--- src/rtl/irq_route_pkg.sv ---
package irq_route_pkg;
  localparam int unsigned NPCI  = 4;
  localparam int unsigned NPNP  = 3;
  localparam int unsigned SEL_W = 3;

  typedef struct packed {
    logic             sci;
    logic [SEL_W-1:0] sel;
  } line_cfg_t;

  // OR of every routable source that the configuration picks for one line
  function automatic logic route_contrib(line_cfg_t c, logic [NPCI-1:0] pci_act,
                                         logic [NPNP-1:0] pnp_act, logic sci);
    logic r;
    r = c.sci & sci;
    for (int i = 0; i < NPCI; i++)
      if (c.sel == SEL_W'(i + 1)) r = r | pci_act[i];
    for (int i = 0; i < NPNP; i++)
      if (c.sel == SEL_W'(i + 1 + NPCI)) r = r | pnp_act[i];
    return r;
  endfunction

  function automatic logic is_routed(line_cfg_t c);
    return (c.sel != '0) | c.sci;
  endfunction
endpackage

--- src/rtl/irq_cfg_regs.sv ---
module irq_cfg_regs
  import irq_route_pkg::*;
#(
  parameter int unsigned NUM_LINES  = 16,
  parameter int unsigned NUM_NATIVE = 2,
  localparam int unsigned LINE_W    = $clog2(NUM_LINES)
) (
  input  logic                            clk,
  input  logic                            rst_n,
  input  logic                            wr_en,
  input  logic [LINE_W-1:0]               wr_line,
  input  line_cfg_t                       wr_cfg,
  input  logic                            nat_wr_en,
  input  logic [NUM_NATIVE-1:0]           nat_wr_val,
  output line_cfg_t [NUM_LINES-1:0]       cfg_q,
  output logic [NUM_NATIVE-1:0]           native_q
);
  always_ff @(posedge clk) begin
    if (!rst_n) begin
      cfg_q    <= '0;
      native_q <= '0;
    end else begin
      if (wr_en) cfg_q[wr_line] <= wr_cfg;
      if (nat_wr_en) native_q <= nat_wr_val;
    end
  end

  assert_cfg_store_R2: assert property (@(posedge clk) disable iff (!rst_n)
    wr_en |=> cfg_q[$past(wr_line)] == $past(wr_cfg));
  assert_native_store_R10: assert property (@(posedge clk) disable iff (!rst_n)
    nat_wr_en |=> native_q == $past(nat_wr_val));
endmodule

--- src/rtl/irq_src_cond.sv ---
module irq_src_cond
  import irq_route_pkg::*;
#(
  parameter int unsigned NUM_LINES  = 16,
  parameter int unsigned KBD_LINE   = 1,
  parameter int unsigned MOUSE_LINE = 12
) (
  input  logic                  clk,
  input  logic                  rst_n,
  input  logic [NPCI-1:0]       pci_int_n,
  input  logic [NPNP-1:0]       pnp_pin,
  input  logic [NPNP-1:0]       pnp_keep,
  input  logic [NUM_LINES-1:0]  ext_irq,
  input  logic [NUM_LINES-1:0]  ser_irq,
  input  logic [1:0]            kbd_emu_ret,
  output logic [NPCI-1:0]       pci_act,
  output logic [NPNP-1:0]       pnp_act,
  output logic [NUM_LINES-1:0]  legacy,
  output logic [1:0]            kbd_emu_src
);
  assign pci_act = ~pci_int_n;
  // keep bit clear: inverted path; set: polarity kept
  assign pnp_act = pnp_pin ^ ~pnp_keep;

  assign kbd_emu_src[0] = ext_irq[KBD_LINE]   & ser_irq[KBD_LINE];
  assign kbd_emu_src[1] = ext_irq[MOUSE_LINE] & ser_irq[MOUSE_LINE];

  for (genvar g = 0; g < NUM_LINES; g++) begin : g_leg
    if (g == KBD_LINE) begin : g_kbd
      assign legacy[g] = kbd_emu_ret[0];
    end else if (g == MOUSE_LINE) begin : g_mouse
      assign legacy[g] = kbd_emu_ret[1];
    end else begin : g_plain
      assign legacy[g] = ext_irq[g] | ser_irq[g];
    end
  end

  assert_kbd_merge_R9: assert property (@(posedge clk) disable iff (!rst_n)
    kbd_emu_src[0] |-> (ext_irq[KBD_LINE] && ser_irq[KBD_LINE]));
endmodule

--- src/rtl/irq_line_slot.sv ---
module irq_line_slot
  import irq_route_pkg::*;
(
  input  logic             clk,
  input  logic             rst_n,
  input  line_cfg_t        cfg,
  input  logic             native_en,
  input  logic             drive_irq,
  input  logic [NPCI-1:0]  pci_act,
  input  logic [NPNP-1:0]  pnp_act,
  input  logic             sci,
  input  logic             legacy,
  output logic             req,
  output logic             level,
  output logic             act_low
);
  logic routed, hit;
  assign routed = is_routed(cfg);
  assign hit    = route_contrib(cfg, pci_act, pnp_act, sci);

  always_comb begin
    if (native_en) begin
      req     = ~(drive_irq | hit);
      level   = 1'b1;
      act_low = 1'b1;
    end else if (routed) begin
      req     = hit;
      level   = 1'b1;
      act_low = 1'b0;
    end else begin
      req     = legacy;
      level   = 1'b0;
      act_low = 1'b0;
    end
  end

  assert_suppress_R7: assert property (@(posedge clk) disable iff (!rst_n)
    (routed && !native_en && !hit) |-> !req);
  assert_native_low_R8: assert property (@(posedge clk) disable iff (!rst_n)
    (native_en && drive_irq) |-> (!req && act_low));
  assert_edge_flag_R1: assert property (@(posedge clk) disable iff (!rst_n)
    (!routed && !native_en) |-> (!level && !act_low));
endmodule

--- src/rtl/irq_route_matrix.sv ---
module irq_route_matrix
  import irq_route_pkg::*;
#(
  parameter int unsigned NUM_LINES   = 16,
  parameter int unsigned NUM_NATIVE  = 2,
  parameter int unsigned NATIVE_BASE = 14,
  parameter int unsigned KBD_LINE    = 1,
  parameter int unsigned MOUSE_LINE  = 12,
  localparam int unsigned LINE_W     = $clog2(NUM_LINES)
) (
  input  logic                   clk,
  input  logic                   rst_n,
  input  logic                   cfg_wr_en,
  input  logic [LINE_W-1:0]      cfg_wr_line,
  input  logic [SEL_W-1:0]       cfg_wr_sel,
  input  logic                   cfg_wr_sci,
  input  logic                   nat_wr_en,
  input  logic [NUM_NATIVE-1:0]  nat_wr_val,
  input  logic [NPCI-1:0]        pci_int_n,
  input  logic [NPNP-1:0]        pnp_pin,
  input  logic [NPNP-1:0]        pnp_keep,
  input  logic                   sci_irq,
  input  logic [NUM_LINES-1:0]   ext_irq,
  input  logic [NUM_LINES-1:0]   ser_irq,
  input  logic [NUM_NATIVE-1:0]  drv_irq,
  input  logic [1:0]             kbd_emu_ret,
  output logic [1:0]             kbd_emu_src,
  output logic [NUM_LINES-1:0]   pic_req,
  output logic [NUM_LINES-1:0]   pic_level,
  output logic [NUM_LINES-1:0]   pic_act_low
);
  line_cfg_t [NUM_LINES-1:0] cfg_q;
  logic [NUM_NATIVE-1:0]     native_q;
  logic [NPCI-1:0]           pci_act;
  logic [NPNP-1:0]           pnp_act;
  logic [NUM_LINES-1:0]      legacy;
  line_cfg_t                 wr_cfg;

  assign wr_cfg = '{sci: cfg_wr_sci, sel: cfg_wr_sel};

  irq_cfg_regs #(.NUM_LINES(NUM_LINES), .NUM_NATIVE(NUM_NATIVE)) u_regs (
    .clk(clk), .rst_n(rst_n), .wr_en(cfg_wr_en), .wr_line(cfg_wr_line),
    .wr_cfg(wr_cfg), .nat_wr_en(nat_wr_en), .nat_wr_val(nat_wr_val),
    .cfg_q(cfg_q), .native_q(native_q));

  irq_src_cond #(.NUM_LINES(NUM_LINES), .KBD_LINE(KBD_LINE),
                 .MOUSE_LINE(MOUSE_LINE)) u_cond (
    .clk(clk), .rst_n(rst_n), .pci_int_n(pci_int_n), .pnp_pin(pnp_pin),
    .pnp_keep(pnp_keep), .ext_irq(ext_irq), .ser_irq(ser_irq),
    .kbd_emu_ret(kbd_emu_ret), .pci_act(pci_act), .pnp_act(pnp_act),
    .legacy(legacy), .kbd_emu_src(kbd_emu_src));

  for (genvar g = 0; g < NUM_LINES; g++) begin : g_line
    logic nat_en, drv;
    if (g >= NATIVE_BASE && g < NATIVE_BASE + NUM_NATIVE) begin : g_nat
      localparam int unsigned K = g - NATIVE_BASE;
      assign nat_en = native_q[K];
      assign drv    = drv_irq[K];
    end else begin : g_std
      assign nat_en = 1'b0;
      assign drv    = 1'b0;
    end
    irq_line_slot u_slot (
      .clk(clk), .rst_n(rst_n), .cfg(cfg_q[g]), .native_en(nat_en),
      .drive_irq(drv), .pci_act(pci_act), .pnp_act(pnp_act), .sci(sci_irq),
      .legacy(legacy[g]), .req(pic_req[g]), .level(pic_level[g]),
      .act_low(pic_act_low[g]));
  end
endmodule

--- config.mk ---
export PLATFORM = sky130hd
export DESIGN_NAME = irq_route_matrix
export DESIGN_NICKNAME = d
export VERILOG_FILES = /design/src/rtl/irq_route_pkg.sv /design/src/rtl/irq_cfg_regs.sv /design/src/rtl/irq_src_cond.sv /design/src/rtl/irq_line_slot.sv /design/src/rtl/irq_route_matrix.sv
export SDC_FILE = /design/constraint.sdc
export NUM_CORES = 1
export LEC_CHECK = 0
export BUFFER_PORTS_ARGS = -buffer_cell sky130_fd_sc_hd__clkbuf_2
export CAP_MARGIN = 40
export CORE_MARGIN = 1.5
export CORE_UTILIZATION = 40
export CTS_CLUSTER_SIZE = 16
export DETAILED_ROUTE_END_ITERATION = 8
export PLACE_DENSITY = 0.72
export SKIP_CTS_REPAIR_TIMING = 1
export SYNTH_ARGS = -nofsm -noshare
export SYNTH_HDL_FRONTEND = slang
export SYNTH_SLANG_ARGS = --single-unit
--- constraint.sdc ---
create_clock -name clk -period 4.5 [get_ports clk]
set_input_delay 0.45 -clock clk [delete_from_list [all_inputs] [get_ports clk]]
set_output_delay 0.45 -clock clk [all_outputs]
set_load 0.1 [all_outputs]
==> run_results.csv, run 1 <==
group,metric,value,unit
final_layout,syn2layout_area_growth,11.6,%
final_layout,final_util,45.5,%
setup_path,crit_path_top_delay_cell,"xnor2_1",
synthesis,synth.most_common_cell,"dfxtp_1",
sta,period_share,64.6,%
global_route,grt-ovfl-total,0,
sta,max_slew_margin,39.4,%
route,dr.pass1.iters,6,
cts,cts_root_buf,"clkbuf_8",
synthesis,synth-edff-count,0,
sta,fmax,0.344,GHz
synthesis,synth_area_leader_cell,"dfxtp_1",
power_and_ir_drop,powerDensity,334,nW/µm²
run,drv_cap,0,
final_layout,final_area,4890,µm²
worst_hold_path,worstHoldStart,"nat_wr_val[1]",
route,drcViolationCount,0,
synthesis,synth_area_per_cell,9.76,µm²
final_layout,fillers,1017,
global_route,antenna_found_initial,0,
sta,skew,0,ns
cts,path_clk_slew,0.06,ns
setup_path,critPathKind,"in -> out",
setup_path,worst_r2r_endpoint,"u_regs.cfg_q[61]",
sta,finalSetupViolCount,0,
power_and_ir_drop,power.leakage,1.97,nW
place,globalplace.congestion,0.746,
final_layout,n_antenna_cell,0,
setup_path,cp_max_fo,8,
floorplan,dieArea,11600,µm²
route,vias_per_cell,5.52,
place,placed_area,4650,µm²
sta,finalHoldViolCount,0,
floorplan,fp.dieW,108,µm
cts,htreeDepth,3,
cts,cts_tree,"built",
synthesis,synth_seq_cells,66,
setup_path,end_kind,"primary output",
worst_hold_path,whs_endpoint,"u_regs.native_q[1]",
global_route,grt_pass1_vias,3463,
sta,post-route-min-period,2.91,ns
floorplan,start_util,40.8,%
synthesis,synth_commonest_cells,"66 x dfxtp_1, 63 x mux2i_1, 59 x nor2b_1, 48 x buf_4, 22 x clkbuf_1",
cts,clk_path_buf_depth,2,
sta,setup_tns,0,ns
global_route,grt_max_degree,43,
sta,tightestPinTransition,0.902,ns
worst_hold_path,whs_path_depth,3,
route,drtIter0Drc,197,
final_layout,drive_gt1_share,27.7,%
setup_path,crit_chain,"clkbuf_2 > xnor2_1 > buf_4 > mux4_2 > a221o_1 > clkbuf_2",
floorplan,die_h,108,µm
synthesis,synthArstFlopShare,0,%
synthesis,synth_area_leaders,"dfxtp_1 30%, mux2i_1 14%, mux4_2 11%",
global_route,grt_pass1_wl,17400,µm
setup_path,startpoint_type,"primary input",
route,wl,10800,µm
setup_path,cp_common_cell,"clkbuf_2",
synthesis,synth_ff_type,"dfxtp_1",
place,dpl.hpwl,7530,µm
worst_hold_path,min_path_type,"in -> reg",
synthesis,ys_types,45,
power_and_ir_drop,peakVddDrop,0.000146,V
setup_path,r2r_start,"u_regs.cfg_q[61]",
setup_path,reg2reg_depth,2,
setup_path,rrSetupSlack,3.65,ns
setup_path,required,4.05,ns
route,ant_nets,0,
final_layout,nNetsFinal,558,
cts,cts_buffers,9,
floorplan,core-area,10700,µm²
place,io_buffers,96,
floorplan,rows,38,
setup_path,max_stage_delay,0.72,ns
synthesis,syn_area,4380,µm²
cts,clock_sinks,66,
run_status,outcome,"finished clean",
global_route,track_usage,19.4,%
sta,slew_viol_final,0,
setup_path,crit_arrival,2.46,ns
cts,clock_latency,0.34,ns
synthesis,yosys_warnings,0,
synthesis,syn_inst,449,
synthesis,yosysSeqAreaShare,30.2,%
synthesis,yosysTopAreaCellShare,30.2,%
floorplan,num_io_pins,111,
route,wl_per_cell,16.8,µm
sta,rsz0062_at_grt,"false",
route,vias,3537,
## worst max-delay path, delay by kind of cell
family / cells / cell delay (ns)
buffers and inverters: 3 / 0.87
xor gates and xnor gates: 1 / 0.72
muxes: 1 / 0.24
AOI/OAI and AO/OA: 1 / 0.17
## layer usage
metal / up-vias / GRT usage [%] / share of wire (%) / routed length [µm]
li1: 1675 / - / - / -
met1: 1709 / 24.7 / 44 / 4720
met2: 129 / 31.4 / 46 / 5020
met3: 24 / 3.87 / 7.0 / 760
met4: 0 / 9.49 / 2.8 / 298
met5: - / 0 / 0 / 0
## state kept, by name, indices dropped and copies added, names as in the netlist
name             count
u_regs.cfg_q        64
u_regs.native_q      2
## area by class of cell
class	count	area [µm²]	share of cell area (%)
multi-input cells	317	2610	53.4
flip-flops and latches	66	1320	27.0
repair buffers	100	531	10.8
well taps	140	175	3.58
clock buffers	10	138	2.81
clock inverters	5	103	2.10
inverters	3	11.3	0.230
## worst max path at each step
stage                startpoint          end  depth (start not counted)
floorplan           pnp_keep[2]   pic_req[0]                          5
global placement     pnp_pin[2]   pic_req[0]                          6
detailed placement   pnp_pin[2]  pic_req[14]                          7
CTS                  pnp_pin[2]   pic_req[0]                          6
global route         pnp_pin[2]   pic_req[5]                          6
finish               pnp_pin[2]   pic_req[0]                          6
## cell families after synthesis
| kind of cell | share of synthesized area [%] |
|---|---|
| and+or+nand+nor | 22.4 |
| AOI/OAI and AO/OA | 7.85 |
| other | 0.0856 |
| muxes | 27.0 |
| buffers and inverters | 11.3 |
| DFF | 30.2 |
| xor gates and xnor gates | 1.20 |
## metrics by stage
stage | power [mW] | hold slack [ns] | setup slack (ns) | instances
after CTS | 1.64 | 0.353 | 1.64 | 641
after detailed placement | 1.04 | 0.495 | 1.64 | 626
after global placement | 1.04 | 0.480 | 1.62 | 625
after floorplan | 0.991 | 0.462 | 2.33 | 462
after global routing | 1.69 | 0.412 | 1.50 | 641
final | 1.63 | 0.365 | 1.59 | 641
## cell usage in the layout (no fill, tap or decap), drive strengths merged, types with 3 or more instances in the layout
cell type and n:
clkbuf 106, dfxtp 66, mux2i 63, nor2b 59
mux4 24, nor2 19, nand2 17, or4 15
nor3 15, conb 14, a221o 10, a21boi 8
nand2b 7, nand3 6, nand4b 5, a21oi 5
o21ai 5, nor3b 5, a211oi 4, nor4b 4
nand3b 4, buf 4, inv 3, xnor2 3
a31oi 3, xor2 3, o31ai 3, bufinv 3
## power by group
group / internal [mW] / total (mW) / switching [mW]
registers: 0.592 / 0.602 / 0.0100
logic: 0.101 / 0.428 / 0.327
clock network: 0.379 / 0.604 / 0.225
(Power assumes the default switching activity.)
==> run 2, diff against run 1 <==
- clock period: 4.5 -> 3 ns (I/O delays scaled with it)
==> run_results.csv, run 2 (synthesized netlist as in run 1, its figures left out) <==
group,metric,value,unit
route,drcViolationCount,0,
floorplan,start_util,40.8,%
final_layout,drive_gt1_share,28.0,%
route,wl_per_cell,16.8,µm
final_layout,final_util,45.5,%
final_layout,largest-register,"u_regs.cfg_q",
final_layout,nNetsFinal,559,
place,dpl.hpwl,7510,µm
final_layout,largestRegisters,"u_regs.cfg_q x64, u_regs.native_q x2",
worst_hold_path,worstHoldStart,"nat_wr_val[0]",
sta,rsz0062_at_grt,"false",
global_route,grt_max_degree,50,
floorplan,fp.dieW,108,µm
sta,tightestPinTransition,0.540,ns
floorplan,core-area,10700,µm²
setup_path,r2r_start,"u_regs.cfg_q[61]",
worst_hold_path,min_path_type,"in -> reg",
cts,cts_tree,"built",
final_layout,final_cells,643,
floorplan,die_h,108,µm
place,globalplace.congestion,0.766,
cts,clk_path_buf_depth,2,
final_layout,syn2layout_area_growth,11.7,%
worst_hold_path,whs_path_depth,3,
power_and_ir_drop,finalPower,2.33,mW
cts,clock_sinks,66,
route,drtIter0Drc,204,
global_route,grt-ovfl-total,0,
setup_path,worst_r2r_endpoint,"u_regs.cfg_q[61]",
cts,cts_buffers,9,
place,io_buffers,96,
global_route,antenna_found_initial,0,
run_status,outcome,"finished clean",
global_route,track_usage,19.6,%
setup_path,crit_arrival,2.29,ns
floorplan,num_io_pins,111,
run,drv_cap,0,
setup_path,reg2reg_depth,2,
final_layout,layout_common_cells,"91 x clkbuf_2, 66 x dfxtp_1, 63 x mux2i_1",
cts,path_clk_slew,0.08,ns
global_route,grt_pass1_vias,3338,
sta,skew,0,ns
sta,slew_viol_final,0,
setup_path,startpoint_type,"flip-flop",
setup_path,end_kind,"primary output",
route,vias,3522,
worst_hold_path,whs_endpoint,"u_regs.native_q[0]",
cts,htreeDepth,3,
floorplan,rows,38,
sta,finalSetupViolCount,0,
cts,clock_latency,0.34,ns
sta,finalHoldViolCount,0,
route,dr.pass1.iters,4,
place,dp_cells,627,
route,wl,10800,µm
sta,post-route-min-period,2.59,ns
sta,period_share,86.4,%
route,ant_nets,0,
route,vias_per_cell,5.48,
sta,max_slew_margin,63.9,%
power_and_ir_drop,powerDensity,477,nW/µm²
setup_path,required,2.70,ns
setup_path,critPathKind,"reg -> out",
final_layout,largest_reg_flops,64,
setup_path,rrSetupSlack,2.17,ns
cts,cts_root_buf,"clkbuf_8",
setup_path,cp_max_fo,4,
final_layout,mostFrequentLayoutCell,"clkbuf_2",
floorplan,dieArea,11600,µm²
sta,fmax,0.386,GHz
sta,setup_tns,0,ns
final_layout,n_antenna_cell,0,
power_and_ir_drop,power.leakage,1.96,nW
power_and_ir_drop,peakVddDrop,0.000174,V
global_route,grt_pass1_wl,17300,µm
## run 2: changes by cell type in the layout (fill, tap and decap cells not counted), sizes merged
cell and delta:
buf +6, clkbuf -5, bufinv -2, clkinvlp +2, clkinv +1
## run 2: where the power goes
part	switching [mW]	internal, mW
clock network	0.368	0.406
logic	0.490	0.164
registers	0.0149	0.888
## run 2: worst max-delay path, cell delays in order (launching register included)
cell	delay [ns]
dfxtp_1	0.36
or4_1	0.59
nor3_1	0.23
nor3_1	0.07
a221o_1	0.30
clkbuf_2	0.38
## run 2: per-layer routing
layer / GRT usage (%) / routed length, µm / up-vias
met3: 3.27 / 818 / 15
met1: 26.0 / 4680 / 1691
met4: 7.33 / 170 / 0
met2: 32.1 / 5150 / 142
li1: - / - / 1674
met5: 0 / 0 / -
## run 2: layout make-up
| class | instances | area, µm² |
|---|---|---|
| sequential | 66 | 1320 |
| clock inverter | 6 | 66.3 |
| multi-input combinational | 317 | 2610 |
| tap | 140 | 175 |
| fill | 1030 | 5850 |
| clock buffer | 10 | 138 |
| timing repair buffer | 101 | 568 |
| inverter | 3 | 11.3 |
## run 2: worst max path at each step
| stage | from | to | slack (ns) | cells after the start |
|---|---|---|---|---|
| global route | u_regs.cfg_q[20] | pic_req[5] | 0.27 | 5 |
| detailed placement | pci_int_n[2] | pic_req[5] | 0.76 | 5 |
| floorplan | u_regs.cfg_q[58] | pic_req[14] | 1.09 | 7 |
| global placement | pnp_pin[1] | pic_req[6] | 0.76 | 6 |
| CTS | u_regs.cfg_q[20] | pic_req[5] | 0.42 | 5 |
| finish | u_regs.cfg_q[20] | pic_req[5] | 0.41 | 5 |
## run 2: per-stage QoR
stage | setup WS, ns | hold slack [ns] | area, µm²
floorplan | 1.09 | 0.462 | 4430
global placement | 0.756 | 0.493 | 4670
detailed placement | 0.756 | 0.501 | 4690
CTS | 0.421 | 0.207 | 4890
global route | 0.271 | 0.246 | 4890
finish | 0.409 | 0.217 | 4890
==> run 3, diff against run 2 <==
- clock period: 3 -> 2.4 ns (I/O delays scaled with it)
==> run_results.csv, run 3 (synthesized netlist as in run 1, its figures left out) <==
group,metric,value,unit
place,io_buffers,96,
global_route,grt_pass1_vias,3474,
setup_path,worst_r2r_endpoint,"u_regs.cfg_q[61]",
setup_path,critPathKind,"reg -> out",
place,dpl.hpwl,7580,µm
final_layout,largest_reg_flops,64,
cts,path_clk_slew,0.07,ns
final_layout,nNetsFinal,560,
worst_hold_path,whs_endpoint,"u_regs.native_q[1]",
route,dr.pass1.iters,4,
route,vias_per_cell,5.42,
cts,cts_root_buf,"clkbuf_8",
place,place_ws,0.396,ns
floorplan,rows,38,
final_layout,largestRegisters,"u_regs.cfg_q x64, u_regs.native_q x2",
setup_path,startpoint_type,"flip-flop",
sta,skew,0,ns
sta,period_share,94.8,%
global_route,grt_max_degree,55,
final_layout,drive_gt1_share,28.4,%
floorplan,start_util,40.8,%
route,met2WireLength,5190,µm
sta,setup_tns,0,ns
run_status,outcome,"finished clean",
route,drcViolationCount,0,
sta,finalHoldViolCount,0,
setup_path,reg2reg_depth,2,
route,vias,3489,
sta,fmax,0.440,GHz
final_layout,n_antenna_cell,0,
cts,cts_tree,"built",
place,globalplace.congestion,0.774,
power_and_ir_drop,powerDensity,579,nW/µm²
final_layout,mostFrequentLayoutCell,"clkbuf_2",
setup_path,rrSetupSlack,1.58,ns
cts,clock_latency,0.34,ns
setup_path,cp_max_fo,4,
final_layout,syn2layout_area_growth,15.8,%
route,wl_met3,928,µm
floorplan,num_io_pins,111,
cts,clock_sinks,66,
worst_hold_path,worstHoldStart,"nat_wr_val[1]",
setup_path,r2r_start,"u_regs.cfg_q[61]",
sta,post-route-min-period,2.28,ns
final_layout,final_util,47.2,%
route,wl_per_cell,16.8,µm
route,drt-met1-wl,4560,µm
sta,max_slew_margin,63.2,%
final_layout,layout_common_cells,"80 x clkbuf_2, 66 x dfxtp_1, 63 x mux2i_1",
floorplan,core-area,10700,µm²
power_and_ir_drop,power.leakage,2.03,nW
sta,setup_ws,0.125,ns
run,drv_cap,0,
power_and_ir_drop,peakVddDrop,0.000285,V
floorplan,dieArea,11600,µm²
route,wl,10800,µm
sta,tightestPinTransition,0.551,ns
sta,finalSetupViolCount,0,
setup_path,crit_arrival,2.04,ns
floorplan,die_h,108,µm
setup_path,cp_num_buf_inv,1,
global_route,track_usage,19.5,%
setup_path,cp_top_family,"simple AND/OR/NAND/NOR gates",
cts,clk_path_buf_depth,2,
sta,rsz0062_at_grt,"false",
global_route,grt-ovfl-total,0,
sta,slew_viol_final,0,
setup_path,max_stage_delay,0.60,ns
route,highest_layer,"met4",
setup_path,crit_path_top_delay_cell,"or4_1",
worst_hold_path,min_path_type,"in -> reg",
setup_path,required,2.16,ns
route,ant_nets,0,
setup_path,end_kind,"primary output",
global_route,grt_pass1_wl,17300,µm
route,drtIter0Drc,197,
worst_hold_path,whs_path_depth,3,
global_route,antenna_found_initial,0,
setup_path,crit_chain,"or4_1 > nor3_2 > nor3_1 > a221o_1 > buf_12",
cts,htreeDepth,3,
cts,cts_buffers,9,
final_layout,largest-register,"u_regs.cfg_q",
floorplan,fp.dieW,108,µm
-- run 3: worst max-delay path by stage --
stage	from	end	slack, ns	depth (start not counted)
global placement	pnp_pin[2]	pic_req[1]	0.41	7
global route	u_regs.cfg_q[24]	pic_req[6]	0.006	5
detailed placement	pnp_pin[0]	pic_req[1]	0.40	7
finish	u_regs.cfg_q[0]	pic_req[0]	0.12	5
CTS	u_regs.cfg_q[0]	pic_req[0]	0.05	5
floorplan	u_regs.cfg_q[58]	pic_req[14]	0.55	7
-- run 3: report_power, final --
| part | switching, mW | internal, mW | total, mW |
|---|---|---|---|
| sequential | 0.0185 | 1.11 | 1.13 |
| combinational | 0.626 | 0.263 | 0.888 |
| clock | 0.442 | 0.477 | 0.920 |
-- run 3: area by class of cell --
type                            instances  area [µm²]
Clock buffer                           11         131
Tap cell                              140         175
Timing Repair Buffer                  102         753
Fill cell                            1029        5670
Multi-Input combinational cell        317        2630
Inverter                                3        11.3
Clock inverter                          5        55.1
Sequential cell                        66        1320
-- run 3: routing by layer --
layer / GRT usage, % / up-vias
li1: - / 1669
met1: 24.9 / 1666
met2: 32.7 / 144
met3: 3.81 / 10
met4: 6.77 / 0
met5: 0 / -
-- run 3: metrics by stage --
| stage | total power [mW] | hold WS, ns | cell area [µm²] | instances |
|---|---|---|---|---|
| 4_1_cts | 2.95 | 0.147 | 5060 | 644 |
| 6_report | 2.94 | 0.160 | 5070 | 644 |
| 3_5_place_dp | 2.04 | 0.490 | 4870 | 628 |
| 3_3_place_gp | 2.03 | 0.482 | 4850 | 627 |
| 5_1_grt | 3.05 | 0.188 | 5070 | 644 |
| 2_1_floorplan | 1.86 | 0.409 | 4430 | 462 |
-- run 3: worst register-to-register path, stage by stage (launching register included) --
cell      delay [ns]
dfxtp_1         0.46
o21ai_0         0.13
a21boi_0        0.17
